===== src/rtl/dma_reload_pkg.sv =====
// Package: shared size codes, bus phases and register selects for the
// rewinding DMA channel. Assumes size code 3 is never programmed (treated
// as a 4-byte item).
package dma_reload_pkg;

    typedef enum logic [1:0] {
        SZ_BYTE = 2'd0,
        SZ_HALF = 2'd1,
        SZ_WORD = 2'd2
    } xfer_size_e;

    typedef enum logic [1:0] {
        PH_IDLE  = 2'd0,
        PH_READ  = 2'd1,
        PH_WRITE = 2'd2
    } bus_phase_e;

    localparam logic [1:0] SEL_SRC  = 2'd0;
    localparam logic [1:0] SEL_DST  = 2'd1;
    localparam logic [1:0] SEL_CNT  = 2'd2;
    localparam logic [1:0] SEL_CTRL = 2'd3;

    // Byte step for one item of the given size code.
    function automatic logic [2:0] size_step(input logic [1:0] sz);
        case (sz)
            SZ_BYTE: return 3'd1;
            SZ_HALF: return 3'd2;
            default: return 3'd4;
        endcase
    endfunction

endpackage


===== src/rtl/dma_group_ctr.sv =====
// Module: modulo-GRP_LEN position counter inside a rewind group.
// Advances on each completed transfer and flags the last slot of a group.
// Assumes clr has priority over adv; reset is synchronous, active low.
module dma_group_ctr #(
    parameter int GRP_LEN = 4
) (
    input  logic clk,
    input  logic rst_n,
    input  logic clr,
    input  logic adv,
    output logic wrap
);
    localparam int GW = (GRP_LEN > 1) ? $clog2(GRP_LEN) : 1;
    localparam logic [GW-1:0] LAST = GW'(GRP_LEN - 1);

    logic [GW-1:0] grp;

    assign wrap = (grp == LAST);

    // Count completions, wrapping at the group end; any clear source wins.
    always_ff @(posedge clk) begin
        if (!rst_n || clr) begin
            grp <= '0;
        end else if (adv) begin
            grp <= wrap ? '0 : grp + GW'(1);
        end
    end

    // a clear event leaves the counter at the group start.
    a_r7_clear_wins: assert property (@(posedge clk) disable iff (!rst_n)
        clr |=> (grp == '0));

endmodule


===== src/rtl/dma_addr_unit.sv =====
// Module: source start (shadow), working source and destination addresses.
// Working source reloads from the shadow on channel start and on a rewind,
// otherwise steps by the item size per completed transfer.
// Assumes software does not rewrite addresses while a transfer is in flight.
module dma_addr_unit #(
    parameter int AW = 32
) (
    input  logic          clk,
    input  logic          rst_n,
    input  logic          shadow_we,
    input  logic          dst_we,
    input  logic [AW-1:0] wdata,
    input  logic          load_src,
    input  logic          cmpl,
    input  logic          reload_now,
    input  logic [1:0]    size,
    output logic [AW-1:0] src,
    output logic [AW-1:0] dst
);
    import dma_reload_pkg::*;

    logic [AW-1:0] shadow;

    // Hold the programmed source start address.
    always_ff @(posedge clk) begin
        if (!rst_n)         shadow <= '0;
        else if (shadow_we) shadow <= wdata;
    end

    // Hold the destination address; no hardware update.
    always_ff @(posedge clk) begin
        if (!rst_n)      dst <= '0;
        else if (dst_we) dst <= wdata;
    end

    // Working source: reload on start or rewind, step on completion.
    always_ff @(posedge clk) begin
        if (!rst_n) begin
            src <= '0;
        end else if (load_src || reload_now) begin
            src <= shadow;
        end else if (cmpl) begin
            src <= src + AW'(size_step(size));
        end
    end

    // a rewind completion returns the source to the start address.
    a_r4_rewind_to_start: assert property (@(posedge clk) disable iff (!rst_n)
        reload_now |=> (src == $past(shadow)));

    // an ordinary completion steps the source by the item size.
    a_r3_src_step: assert property (@(posedge clk) disable iff (!rst_n)
        (cmpl && !reload_now && !load_src) |=>
            (src == $past(src) + AW'(size_step($past(size)))));

    // destination moves only on a software write.
    a_r1_dst_fixed: assert property (@(posedge clk) disable iff (!rst_n)
        !dst_we |=> $stable(dst));

endmodule


===== src/rtl/dma_bus_seq.sv =====
// Module: bus cycle sequencer. One read at src, then one write at dst with
// the captured data; each cycle holds its request until ack.
// Assumes go is only sampled while idle; cmpl pulses on the write ack.
module dma_bus_seq #(
    parameter int AW = 32,
    parameter int DW = 32
) (
    input  logic          clk,
    input  logic          rst_n,
    input  logic          go,
    input  logic [AW-1:0] src,
    input  logic [AW-1:0] dst,
    input  logic          bus_ack,
    input  logic [DW-1:0] bus_rdata,
    output logic          bus_req,
    output logic          bus_we,
    output logic [AW-1:0] bus_addr,
    output logic [DW-1:0] bus_wdata,
    output logic          cmpl
);
    import dma_reload_pkg::*;

    bus_phase_e    phase;
    logic [DW-1:0] hold;

    // Step through idle, read and write phases on the handshake.
    always_ff @(posedge clk) begin
        if (!rst_n) begin
            phase <= PH_IDLE;
        end else begin
            case (phase)
                PH_IDLE:  if (go)      phase <= PH_READ;
                PH_READ:  if (bus_ack) phase <= PH_WRITE;
                PH_WRITE: if (bus_ack) phase <= PH_IDLE;
                default:               phase <= PH_IDLE;
            endcase
        end
    end

    // Capture read data at the read acknowledge.
    always_ff @(posedge clk) begin
        if (!rst_n)                             hold <= '0;
        else if (phase == PH_READ && bus_ack)   hold <= bus_rdata;
    end

    // Drive the bus from the current phase.
    always_comb begin
        bus_req   = (phase != PH_IDLE);
        bus_we    = (phase == PH_WRITE);
        bus_addr  = (phase == PH_WRITE) ? dst : src;
        bus_wdata = hold;
        cmpl      = (phase == PH_WRITE) && bus_ack;
    end

    // an unacknowledged request is held unchanged.
    a_r2_hold_until_ack: assert property (@(posedge clk) disable iff (!rst_n)
        (bus_req && !bus_ack) |=>
            (bus_req && $stable(bus_we) && $stable(bus_addr) && $stable(bus_wdata)));

    // an acknowledged read is followed by the write cycle.
    a_r1_write_follows_read: assert property (@(posedge clk) disable iff (!rst_n)
        (bus_req && !bus_we && bus_ack) |=> (bus_req && bus_we));

endmodule


===== src/rtl/dma_reload_chan.sv =====
// Module: top of the single DMA channel with four-transfer source rewind.
// Holds the count and control registers and the done flag, gates the
// start of each transfer and gathers the group-counter clear sources.
// Assumes configuration writes are made while the channel is idle and that
// CW <= AW.
module dma_reload_chan #(
    parameter int AW      = 32,
    parameter int DW      = 32,
    parameter int CW      = 16,
    parameter int GRP_LEN = 4
) (
    input  logic          clk,
    input  logic          rst_n,
    input  logic          standby,
    input  logic          glb_en,
    input  logic          nmi,
    input  logic          cfg_we,
    input  logic [1:0]    cfg_sel,
    input  logic [AW-1:0] cfg_wdata,
    output logic          bus_req,
    output logic          bus_we,
    output logic [AW-1:0] bus_addr,
    output logic [1:0]    bus_size,
    output logic [DW-1:0] bus_wdata,
    input  logic          bus_ack,
    input  logic [DW-1:0] bus_rdata,
    output logic          done_flag
);
    import dma_reload_pkg::*;

    logic [CW-1:0] cnt;
    logic          ch_en;
    logic          rew_en;
    logic [1:0]    size;
    logic          ctrl_wr, cnt_wr, start;
    logic          go, cmpl, last, wrap, reload_now, grp_clr;
    logic [AW-1:0] src, dst;

    assign ctrl_wr    = cfg_we && (cfg_sel == SEL_CTRL);
    assign cnt_wr     = cfg_we && (cfg_sel == SEL_CNT);
    assign start      = ctrl_wr && cfg_wdata[0];
    assign last       = cmpl && (cnt == CW'(1));
    assign go         = glb_en && ch_en && !done_flag && !nmi && (cnt != '0);
    assign reload_now = cmpl && rew_en && wrap;
    assign grp_clr    = !glb_en || !ch_en || nmi || standby || last || start;
    assign bus_size   = size;

    // Control word: channel enable, rewind enable, item size.
    always_ff @(posedge clk) begin
        if (!rst_n) begin
            ch_en  <= 1'b0;
            rew_en <= 1'b0;
            size   <= SZ_BYTE;
        end else if (ctrl_wr) begin
            ch_en  <= cfg_wdata[0];
            rew_en <= cfg_wdata[1];
            size   <= cfg_wdata[3:2];
        end
    end

    // Transfer count: loaded by software, one down per completion.
    always_ff @(posedge clk) begin
        if (!rst_n)      cnt <= '0;
        else if (cnt_wr) cnt <= cfg_wdata[CW-1:0];
        else if (cmpl)   cnt <= cnt - CW'(1);
    end

    // Done flag: set on the last completion, cleared by a channel start.
    always_ff @(posedge clk) begin
        if (!rst_n)     done_flag <= 1'b0;
        else if (start) done_flag <= 1'b0;
        else if (last)  done_flag <= 1'b1;
    end

    dma_group_ctr #(.GRP_LEN(GRP_LEN)) u_grp (
        .clk   (clk),
        .rst_n (rst_n),
        .clr   (grp_clr),
        .adv   (cmpl),
        .wrap  (wrap)
    );

    dma_addr_unit #(.AW(AW)) u_addr (
        .clk        (clk),
        .rst_n      (rst_n),
        .shadow_we  (cfg_we && (cfg_sel == SEL_SRC)),
        .dst_we     (cfg_we && (cfg_sel == SEL_DST)),
        .wdata      (cfg_wdata),
        .load_src   (start),
        .cmpl       (cmpl),
        .reload_now (reload_now),
        .size       (size),
        .src        (src),
        .dst        (dst)
    );

    dma_bus_seq #(.AW(AW), .DW(DW)) u_seq (
        .clk       (clk),
        .rst_n     (rst_n),
        .go        (go),
        .src       (src),
        .dst       (dst),
        .bus_ack   (bus_ack),
        .bus_rdata (bus_rdata),
        .bus_req   (bus_req),
        .bus_we    (bus_we),
        .bus_addr  (bus_addr),
        .bus_wdata (bus_wdata),
        .cmpl      (cmpl)
    );

    // no bus activity while the done flag is up.
    a_r5_quiet_after_end: assert property (@(posedge clk) disable iff (!rst_n)
        done_flag |-> !bus_req);

    // the done flag rises only with the count exhausted.
    a_r5_end_at_zero: assert property (@(posedge clk) disable iff (!rst_n)
        $rose(done_flag) |-> (cnt == '0));

    // an idle channel stays idle while NMI is high.
    a_r6_nmi_blocks_start: assert property (@(posedge clk) disable iff (!rst_n)
        (!bus_req && nmi) |=> !bus_req);

endmodule


===== config.mk =====
export PLATFORM = sky130hd
export DESIGN_NAME = dma_reload_chan
export DESIGN_NICKNAME = d
export VERILOG_FILES = /design/src/rtl/dma_reload_pkg.sv /design/src/rtl/dma_group_ctr.sv /design/src/rtl/dma_addr_unit.sv /design/src/rtl/dma_bus_seq.sv /design/src/rtl/dma_reload_chan.sv
export SDC_FILE = /design/constraint.sdc
export NUM_CORES = 1
export LEC_CHECK = 0
export ABC_CLOCK_PERIOD_IN_PS = 6100
export BUFFER_PORTS_ARGS = -buffer_cell sky130_fd_sc_hd__buf_2
export CAP_MARGIN = 5
export CORE_MARGIN = 3
export CORE_UTILIZATION = 25
export DETAILED_ROUTE_END_ITERATION = 8
export GPL_TIMING_DRIVEN = 0
export SYNTH_ARGS = -nofsm -noshare
export SYNTH_HDL_FRONTEND = slang
export SYNTH_SLANG_ARGS = --single-unit

===== constraint.sdc =====
create_clock -name clk -period 6.1 [get_ports clk]
set_clock_uncertainty 0.2 [all_clocks]
set_input_delay 0.61 -clock clk [delete_from_list [all_inputs] [get_ports clk]]
set_output_delay 0.61 -clock clk [all_outputs]
set_load 0.01 [all_outputs]

==> reports/metrics.cfg, run 1 <==
[global_route]
grt_pass1_wl_um=37050
antenna_found_initial=6
grt.total_usage_pct=15.53
grt_max_degree=17
grt-ovfl-total=0
grt_pass1_vias=6725

[cts]
clockRootBuffer=clkbuf_16
clk_pin_slew_ns=0.06
numCtsBuffers=17
clockBufferDepth=2
ctsResizeCount=0
tritoncts=done
cts_hold_buf=0
clkLatencyLatePin_ns=0.42
cts_sinks=153
post-cts-setup-buffers=0
cts_max_level=4

[drt]
drt_iter0_drc=624
dr.pass1.iters=5
num_vias=6963
drt_wl_total_um=23700
via_per_inst=4.900
ant_nets=0
drc_errors=0
wl_per_cell_um=16.68

[sta]
hold_slack_ns=0.2223
slew_viol_final=0
finalSetupViolCount=0
relSlewSlack_pct=45.39
fmax_mhz=276.0
post-route-period-util_pct=59.39
tightest_slew_ns=0.8191
hold_violations=0
tns_ns=0
period_minus_slack_ns=3.623
rsz0062_at_grt=no

[synthesis]
yosysWarnings=0
synth_nets=959
ys_seq_elements=153
yosysSeqAreaShare_pct=43.74
synthesis.area_um2=7003
yosysUniqueCellTypes=59
synth_edf_count=0
syn_inst=878
async_flop_share_pct=0
ys.flop_type=dfxtp_1
avgSynthCellArea_um2=7.976

[die]
fp.dieArea_um2=30060
io_pins=142
rows=60
core-area_um2=27250
die_w_um=173.4
die_h_um=173.4
start_util_pct=25.70

[worst_setup_path]
startpoint_type=flip-flop
critPathCaptureType=primary output
critPathMaxFanout=10
crit_type=reg2out
cp.required_ns=5.29
reg2regPathDepth=8
cp.arrival_ns=2.81
rr_startpoint=bus_size[1]
ff2ff_setup_slack_ns=3.28
rr_endpoint=u_addr.src[28]

[pwr]
combPwrFrac_pct=7.4
swShare_pct=23.42
p_sw_uw=546.7
p_int_mw=1.788
seq_power_share_pct=45.0
ir_worst_vdd_mv=0.1412
power_per_cell_area_nw_per_um2=265.8
pwr-share-clk_pct=47.6
p_leak_nw=3.287

[final_layout]
area_delta_synth_final_pct=25.41
fin_nets=1119
utilization_pct=32.23
drive_gt1_share_pct=20.82
fin_area_um2=8782

[min_path]
worstHoldPathCells=3
min_path_type=in2reg
hold_start=bus_rdata[31]
min_to=u_seq.bus_wdata[31]

[place]
place_congestion=0.8157
port_buffers=141
place_area_um2=8174
dp_hpwl_um=17790

[outcome]
status=finished clean

[flow_run]
drv_cap=0

layout by cell type, fill, tap and decap left out, types with 4 or more instances in the layout:
cell         n
nand3_1     22
nand3b_1     5
nand2_1    250
buf_2      144
and3_1       4
o211ai_1    14
inv_1        8
a22o_1       6
a22oi_1     12
a21oi_1    124
a311oi_1     4
bufinv_16    4
a211oi_1     7
or4_1       12
mux2_2      30
nor3_1      13
clkbuf_16   17
ha_1         7
nand4_1      9
xor2_1       8
dfxtp_1    153
o21ai_0     24
o31a_1       6
nor4_1       5
o22ai_1      4
clkbuf_1    50
a31oi_1      6
nor2_1      38
mux2i_1      4
xnor2_1      6
per-layer routing:
metal | GRT usage, % | share of wire (%) | up-vias
met1 | 20.57 | 45 | 3231
met3 | 4.621 | 8.8 | 32
met2 | 24.54 | 45 | 300
met5 | 0 | 0.15 | -
met4 | 4.358 | 1.4 | 8
li1 | - | - | 3392
layout make-up:
type,count,area (µm²)
clock buffers,19,452.9
flip-flops and latches,153,3063
well taps,372,465.4
repair buffers,141,705.7
inverters,8,30.03
diodes,2,5.005
clock inverters,9,150.1
multi-input cells,660,3670
plain buffers,57,240.2
fillers,2940,18470
flip-flops by register name, indices dropped and copies added (netlist names), 2 cells and up:
signal,cells
u_seq.phase,2
u_addr.src,32
u_addr.shadow,32
u_addr.dst,32
u_grp.grp,2
cnt,16
u_seq.bus_wdata,32
bus_size,2
critical path: stages, from the launching register on:
cell      delay [ns]
dfxtp_1         0.41
nor2b_1         0.16
clkbuf_1        0.61
clkbuf_1        0.62
mux2_2          0.44
buf_2           0.15
through the flow:
stage / total power [mW] / instances / setup WS, ns
global route: 2.413 / 1421 / 2.287
finish: 2.334 / 1421 / 2.477
global placement: 1.242 / 1391 / 2.895
detailed placement: 1.246 / 1391 / 2.916
floorplan: 1.162 / 878 / 3.706
CTS: 2.349 / 1419 / 2.449
power by group through the flow:
stage / Combinational (mW) / Sequential, mW / Clock (mW)
6_report: 0.173 / 1.05 / 1.11
5_1_grt: 0.192 / 1.05 / 1.17
4_1_cts: 0.174 / 1.05 / 1.12
3_5_place_dp: 0.173 / 1.07 / 0
3_3_place_gp: 0.170 / 1.07 / 0
2_1_floorplan: 0.0962 / 1.07 / 0
synthesized netlist by cell type (8+ instances only):
cell type,n,share of area [%]
or4_1,12,1.3
o211ai_1,14,1.5
xor2_1,8,1.0
nand2_1,250,13
inv_1,8,0.43
dfxtp_1,153,44
o21ai_0,24,1.7
a22oi_1,12,1.3
clkbuf_1,50,2.7
a21oi_1,124,8.9
nand4_1,9,0.80
nand3_1,22,1.6
mux2_2,30,4.8
nor3_1,13,0.93
nor2_1,38,2.0
kinds of logic (layout without fill, tap and decap cells):
| group | Yosys count | in the layout | synth area share (%) |
|---|---|---|---|
| AO/OA/AOI/OAI | 218 | 218 | 18.33 |
| flip-flops | 153 | 153 | 43.74 |
| other | 0 | 2 | 0 |
| buffers and inverters | 65 | 234 | 3.859 |
| multiplexers | 34 | 34 | 5.396 |
| XOR/XNOR | 14 | 14 | 1.751 |
| AND/OR/NAND/NOR | 386 | 386 | 25.39 |
| adder cells (fa/ha/maj) | 8 | 8 | 1.536 |
worst max-delay path by stage:
stage	startpoint	end	slack [ns]	cells after the start
after floorplan	u_seq.phase[1]	bus_addr[0]	3.71	4
after global placement	u_seq.phase[1]	bus_addr[3]	2.89	5
after detailed placement	u_seq.phase[1]	bus_addr[3]	2.92	5
after CTS	u_seq.phase[1]	bus_addr[5]	2.45	5
after global routing	u_seq.phase[1]	bus_addr[6]	2.29	5
final	u_seq.phase[1]	bus_addr[6]	2.48	5
Power figures use the tool's default switching activity.
==> inputs of run 2 (changes only) <==
--- a/config.mk
+++ b/config.mk
@@ -5,7 +5,8 @@
 export SDC_FILE = /design/constraint.sdc
 export NUM_CORES = 1
 export LEC_CHECK = 0
-export ABC_CLOCK_PERIOD_IN_PS = 6100
+export ABC_AREA = 1
+export ABC_CLOCK_PERIOD_IN_PS = 3570
 export BUFFER_PORTS_ARGS = -buffer_cell sky130_fd_sc_hd__buf_2
 export CAP_MARGIN = 5
 export CORE_MARGIN = 3
==> constraint.sdc (replaced) <==
create_clock -name clk -period 3.57 [get_ports clk]
set_clock_uncertainty 0.2 [all_clocks]
set_input_delay 0.357 -clock clk [delete_from_list [all_inputs] [get_ports clk]]
set_output_delay 0.357 -clock clk [all_outputs]
set_load 0.01 [all_outputs]
==> reports/metrics.cfg, run 2 <==
[pwr]
ir_worst_vdd_mv=0.3162  ; +120%
p_leak_nw=4.019  ; +22%
finalPower_mw=4.016  ; +72%
power_per_cell_area_nw_per_um2=416.2  ; +57%

[synthesis]
synth_top_cells_by_area=dfxtp_1 41%, nand2_1 12%, o21ai_0 9.8%
avgSynthCellArea_um2=6.632  ; -17%
synth_nets=1205  ; +26%
yosysUniqueCellTypes=34  ; -42%
synth_top_area_share_pct=41.09  ; -2.7 points
synth_commonest_cells=239 x nand2_1, 153 x dfxtp_1, 146 x nor2_1, 146 x o21ai_0, 132 x a21oi_1
yosys.area.top_type=dfxtp_1
ys_seq_elements=153  ; unchanged
syn_inst=1124  ; +28%
ys.flop_type=dfxtp_1
async_flop_share_pct=0  ; unchanged
synth_edf_count=0  ; unchanged
yosysSeqAreaShare_pct=41.09  ; -2.7 points
synthesis.area_um2=7455  ; +6.4%
yosysWarnings=0  ; unchanged
synth.most_common_cell=nand2_1

[sta]
relSlewSlack_pct=37.37  ; -8.0 points
hold_violations=0  ; unchanged
tightest_slew_ns=0.9359  ; +0.1168 ns
post-route-period-util_pct=86.75
fmax_mhz=322.9
hold_slack_ns=0.01380  ; -0.2085 ns
period_minus_slack_ns=3.097
tns_ns=0  ; unchanged
rsz0062_at_grt=no
slew_viol_final=0  ; unchanged
finalSetupViolCount=0  ; unchanged

[final_layout]
final_cell_mix=239 x nand2_1, 153 x dfxtp_1, 149 x buf_2
seq_area_um2=3063  ; unchanged
area_delta_synth_final_pct=29.44
antenna_cells=0  ; -2
fin_nets=1407  ; +26%
instances_no_fill=1723  ; +21%
drive_gt1_share_pct=15.31  ; -5.5 points
nFillCells=3179  ; +8.1%
final_common_cell=nand2_1
multiInputGateArea_um2=3654  ; -0.44%

[outcome]
status=finished clean

[drt]
dr.pass1.iters=6  ; +1
drt_wl_total_um=27980  ; +18%
drt_iter0_drc=786  ; +26%
wl_per_cell_um=16.24  ; -2.6%
via_per_inst=4.731  ; -3.5%
ant_nets=0  ; unchanged
drc_errors=0  ; unchanged
num_vias=8151  ; +17%

[global_route]
grt_pass1_vias=7820  ; +16%
grt_util_met2_pct=28.85  ; +4.3 points
grt-ovfl-total=0  ; unchanged
met3_usage_pct=3.833  ; -0.79 points
grt_pass1_wl_um=42710  ; +15%
grt_max_degree=17  ; unchanged
grt.total_usage_pct=17.45  ; +1.9 points
antenna_found_initial=2  ; -4
top_usage_layer=met2
use_met1_pct=22.82  ; +2.2 points

[cts]
clk_pin_slew_ns=0.07  ; about the same
tritoncts=done
cts_hold_buf=42  ; +42
ctsResizeCount=0  ; unchanged
post-cts-setup-buffers=0  ; unchanged
clockBufferDepth=2  ; unchanged
cts_max_level=4  ; unchanged
clockRootBuffer=clkbuf_16
clkLatencyLatePin_ns=0.44  ; +0.02 ns
cts_sinks=153  ; unchanged
numCtsBuffers=17  ; unchanged

[place]
port_buffers=141  ; unchanged
dp_hpwl_um=20640  ; +16%
dp_cells=1649  ; +19%
place_congestion=0.9395  ; +15%

[die]
rows=62  ; +3.3%
die_w_um=178.7  ; +3.1%
fp.dieArea_um2=31930  ; +6.2%
die_h_um=178.7  ; +3.1%
start_util_pct=25.69  ; about the same
core-area_um2=29010  ; +6.5%
io_pins=142  ; unchanged

[worst_setup_path]
startpoint_type=flip-flop
crit_type=reg2out
cp.arrival_ns=2.54  ; -0.27 ns
cp.required_ns=3.01  ; -2.28 ns
critPathMaxFanout=10  ; unchanged
critPathCaptureType=primary output

[min_path]
min_path_type=in2reg

[flow_run]
drv_cap=0  ; unchanged

[run 2: power breakdown]
group | switching [mW] | total, mW | internal, mW
registers | 0.0297 | 1.79 | 1.76
logic | 0.237 | 0.384 | 0.147
clock network | 0.797 | 1.84 | 1.05
[run 2: kinds of logic (layout without fill, tap and decap cells)]
group,count (synthesis),count (layout),synth area share (%)
AOI/OAI and AO/OA,303,303,20.85
xor gates and xnor gates,12,12,1.410
adders and majority gates,8,8,1.443
buffers and inverters,187,402,9.903
DFF,153,153,41.09
and+or+nand+nor,461,461,25.31
[run 2: final cells by class]
type | count | area share, %
timing repair buffer | 183 | 11.67
clock inverter | 14 | 1.647
tap | 384 | 4.979
multi-input combinational | 784 | 37.86
clock buffer | 18 | 4.448
sequential | 153 | 31.74
inverter | 133 | 5.174
buffer | 54 | 2.477
[run 2: worst paths after layout]
kind	start	endpoint	slack, ns	depth (start not counted)
min	bus_rdata[18]	u_seq.bus_wdata[18]	0.01	3
max	u_seq.phase[0]	bus_addr[18]	0.47	6
min reg2reg	u_seq.bus_wdata[18]	u_seq.bus_wdata[18]	0.24	2
max reg2reg	bus_size[1]	u_addr.src[20]	0.78	12
[run 2: stage by stage]
step	util (%)	worst slack (ns)	instance area, µm²
after CTS	33.26	0.4840	9649
after global placement	29.78	0.8521	8641
final	33.26	0.4731	9649
after global routing	33.26	0.3689	9649
after detailed placement	29.78	0.8710	8641
after floorplan	-	1.476	7455
[run 2: worst max-delay path, stage by stage (launching register included)]
cell,delay [ns]
dfxtp_1,0.36
inv_2,0.05
nand2_2,0.17
clkinv_1,0.36
clkbuf_1,0.48
o21ai_0,0.45
buf_2,0.21
[run 2: metal layers]
layer,wire [µm],part of all wire (%),vias to the layer above
met4,552,2.0,4
met2,13090,47,300
li1,-,-,4032
met1,12330,44,3776
met3,1970,7.0,39
met5,39,0.14,-
==> inputs of run 3 (changes only) <==
--- a/config.mk
+++ b/config.mk
@@ -6,13 +6,15 @@
 export NUM_CORES = 1
 export LEC_CHECK = 0
 export ABC_AREA = 1
-export ABC_CLOCK_PERIOD_IN_PS = 3570
+export ABC_CLOCK_PERIOD_IN_PS = 3000
 export BUFFER_PORTS_ARGS = -buffer_cell sky130_fd_sc_hd__buf_2
 export CAP_MARGIN = 5
 export CORE_MARGIN = 3
 export CORE_UTILIZATION = 25
 export DETAILED_ROUTE_END_ITERATION = 8
 export GPL_TIMING_DRIVEN = 0
+export REMOVE_ABC_BUFFERS = 1
+export SLEW_MARGIN = 20
 export SYNTH_ARGS = -nofsm -noshare
 export SYNTH_HDL_FRONTEND = slang
 export SYNTH_SLANG_ARGS = --single-unit
==> constraint.sdc (replaced) <==
create_clock -name clk -period 3 [get_ports clk]
set_clock_uncertainty 0.2 [all_clocks]
set_input_delay 0.3 -clock clk [delete_from_list [all_inputs] [get_ports clk]]
set_output_delay 0.3 -clock clk [all_outputs]
set_load 0.01 [all_outputs]
==> reports/metrics.cfg, run 3 (synthesis gave the netlist of run 2 again) <==
[pwr]
finalPower_mw=4.740  ; +18%
power_per_cell_area_nw_per_um2=484.0  ; +16%
ir_worst_vdd_mv=0.3822  ; +21%
p_leak_nw=4.064  ; +1.1%

[cts]
clkLatencyLatePin_ns=0.42  ; -0.02 ns
clk_pin_slew_ns=0.07  ; about the same
clockRootBuffer=clkbuf_16
cts_sinks=153  ; unchanged
tritoncts=done
cts_max_level=4  ; unchanged
numCtsBuffers=17  ; unchanged
clockBufferDepth=2  ; unchanged

[worst_setup_path]
crit_type=reg2out
critPathMaxFanout=52  ; +42
cp_top_family=buffers and inverters
cp_num_buf_inv=3  ; -1
critPathCaptureType=primary output
cp.required_ns=2.50  ; -0.51 ns
startpoint_type=flip-flop
cp.arrival_ns=2.31  ; -0.23 ns
critPathSlowestCell=o21ai_0
max_stage_delay_ns=0.49  ; about the same
path_cells=inv_2 > nand2_2 > clkinv_4 > o21ai_0 > buf_2

[final_layout]
final_cell_mix=239 x nand2_1, 153 x dfxtp_1, 146 x o21ai_0
area_delta_synth_final_pct=31.35
fin_nets=1379  ; -2.0%
drive_gt1_share_pct=15.48  ; +0.17 points
final_common_cell=nand2_1
antenna_cells=0  ; unchanged

[sta]
hold_violations=0  ; unchanged
fmax_mhz=355.6
slew_viol_final=0  ; unchanged
setup_slack_ns=0.1877  ; -0.2854 ns
rsz0062_at_grt=no
post-route-period-util_pct=93.74
period_minus_slack_ns=2.812
tightest_slew_ns=0.7274  ; -0.2085 ns
relSlewSlack_pct=51.44  ; +14 points
finalSetupViolCount=0  ; unchanged

[die]
start_util_pct=25.69  ; unchanged
die_h_um=178.7  ; unchanged
fp.dieArea_um2=31930  ; unchanged
die_w_um=178.7  ; unchanged
rows=62  ; unchanged
io_pins=142  ; unchanged
core-area_um2=29010  ; unchanged

[drt]
wl_per_cell_um=13.78  ; -15%
via_per_inst=4.514  ; -4.6%
ant_nets=0  ; unchanged
drc_errors=0  ; unchanged
num_vias=7652  ; -6.1%
drt_iter0_drc=482  ; -39%
dr.pass1.iters=5  ; -1
drt_wl_total_um=23350  ; -17%

[flow_run]
drv_cap=0  ; unchanged

[place]
dp_hpwl_um=16310  ; -21%
port_buffers=141  ; unchanged
place_congestion=0.8885  ; -5.4%
post-place-ws_ns=0.1035  ; -0.7674 ns

[global_route]
antenna_found_initial=0  ; -2
grt-ovfl-total=0  ; unchanged
grt.total_usage_pct=14.40  ; -3.0 points
grt_pass1_wl_um=36720  ; -14%
grt_pass1_vias=6977  ; -11%
grt_max_degree=68  ; +51

[outcome]
status=finished clean

[min_path]
min_path_type=in2reg

## run 3: worst register-to-register path, stage by stage, from the launching register on
cell     delay [ns]
dfxtp_1        0.37
inv_2          0.05
nand2_2        0.33
nor2_4         0.15
nand2_1        0.14
nand2_4        0.22
inv_2          0.64
o21ai_0        0.20
nand3_1        0.11
nand2_1        0.05
a21oi_1        0.12
## run 3: per-layer routing
layer	track usage [%]	routed length (µm)	vias up
met1	19.94	10950	3446
met4	4.708	524	0
met5	0	0	-
met2	22.61	10660	204
met3	2.668	1210	29
li1	-	-	3973
## run 3: where the power goes
| group | switching, mW | leakage [nW] | total, mW | internal [mW] |
|---|---|---|---|---|
| sequential | 0.0336 | 1.24 | 2.13 | 2.09 |
| clock | 0.904 | 0.274 | 2.16 | 1.25 |
| combinational | 0.260 | 2.55 | 0.454 | 0.195 |
## run 3: layout make-up
cell class              count  area (µm²)
clock inverters            13       145.1
inverters                 133       504.2
multi-input cells         784        3682
fillers                  3195       19220
well taps                 384       480.5
repair buffers            209        1474
clock buffers              19       442.9
flip-flops and latches    153        3063
## run 3: through the flow
stage	hold slack, ns	util, %	area [µm²]	TNS, ns	instances
2_1_floorplan	0.1976	-	7216	0	1070
3_3_place_gp	0.2298	28.96	8402	-63.19	1595
3_5_place_dp	0.2310	29.55	8574	0	1601
4_1_cts	0.004083	33.73	9787	0	1695
5_1_grt	0.01498	33.75	9792	0	1695
6_report	0.02114	33.75	9792	0	1695
## run 3: what timing repair did
| action | in CTS | in global routing |
|---|---|---|
| hold buffers | 62 | 0 |
| setup buffers | 0 | 0 |
| endpoints found under the setup margin | 9 | 30 |
| hold endpoints to repair | 95 | 0 |
| resized for setup | 1 | 1 |
## run 3: path summary, 6_finish.rpt
| kind | start | end | slack (ns) | depth (start not counted) |
|---|---|---|---|---|
| worst max-delay path | u_seq.phase[0] | bus_addr[6] | 0.19 | 5 |
| worst min-delay path | bus_rdata[24] | u_seq.bus_wdata[24] | 0.02 | 3 |
| worst max register to register | u_seq.phase[0] | u_addr.src[6] | 0.33 | 10 |
| worst min register to register | u_seq.bus_wdata[15] | u_seq.bus_wdata[15] | 0.24 | 2 |
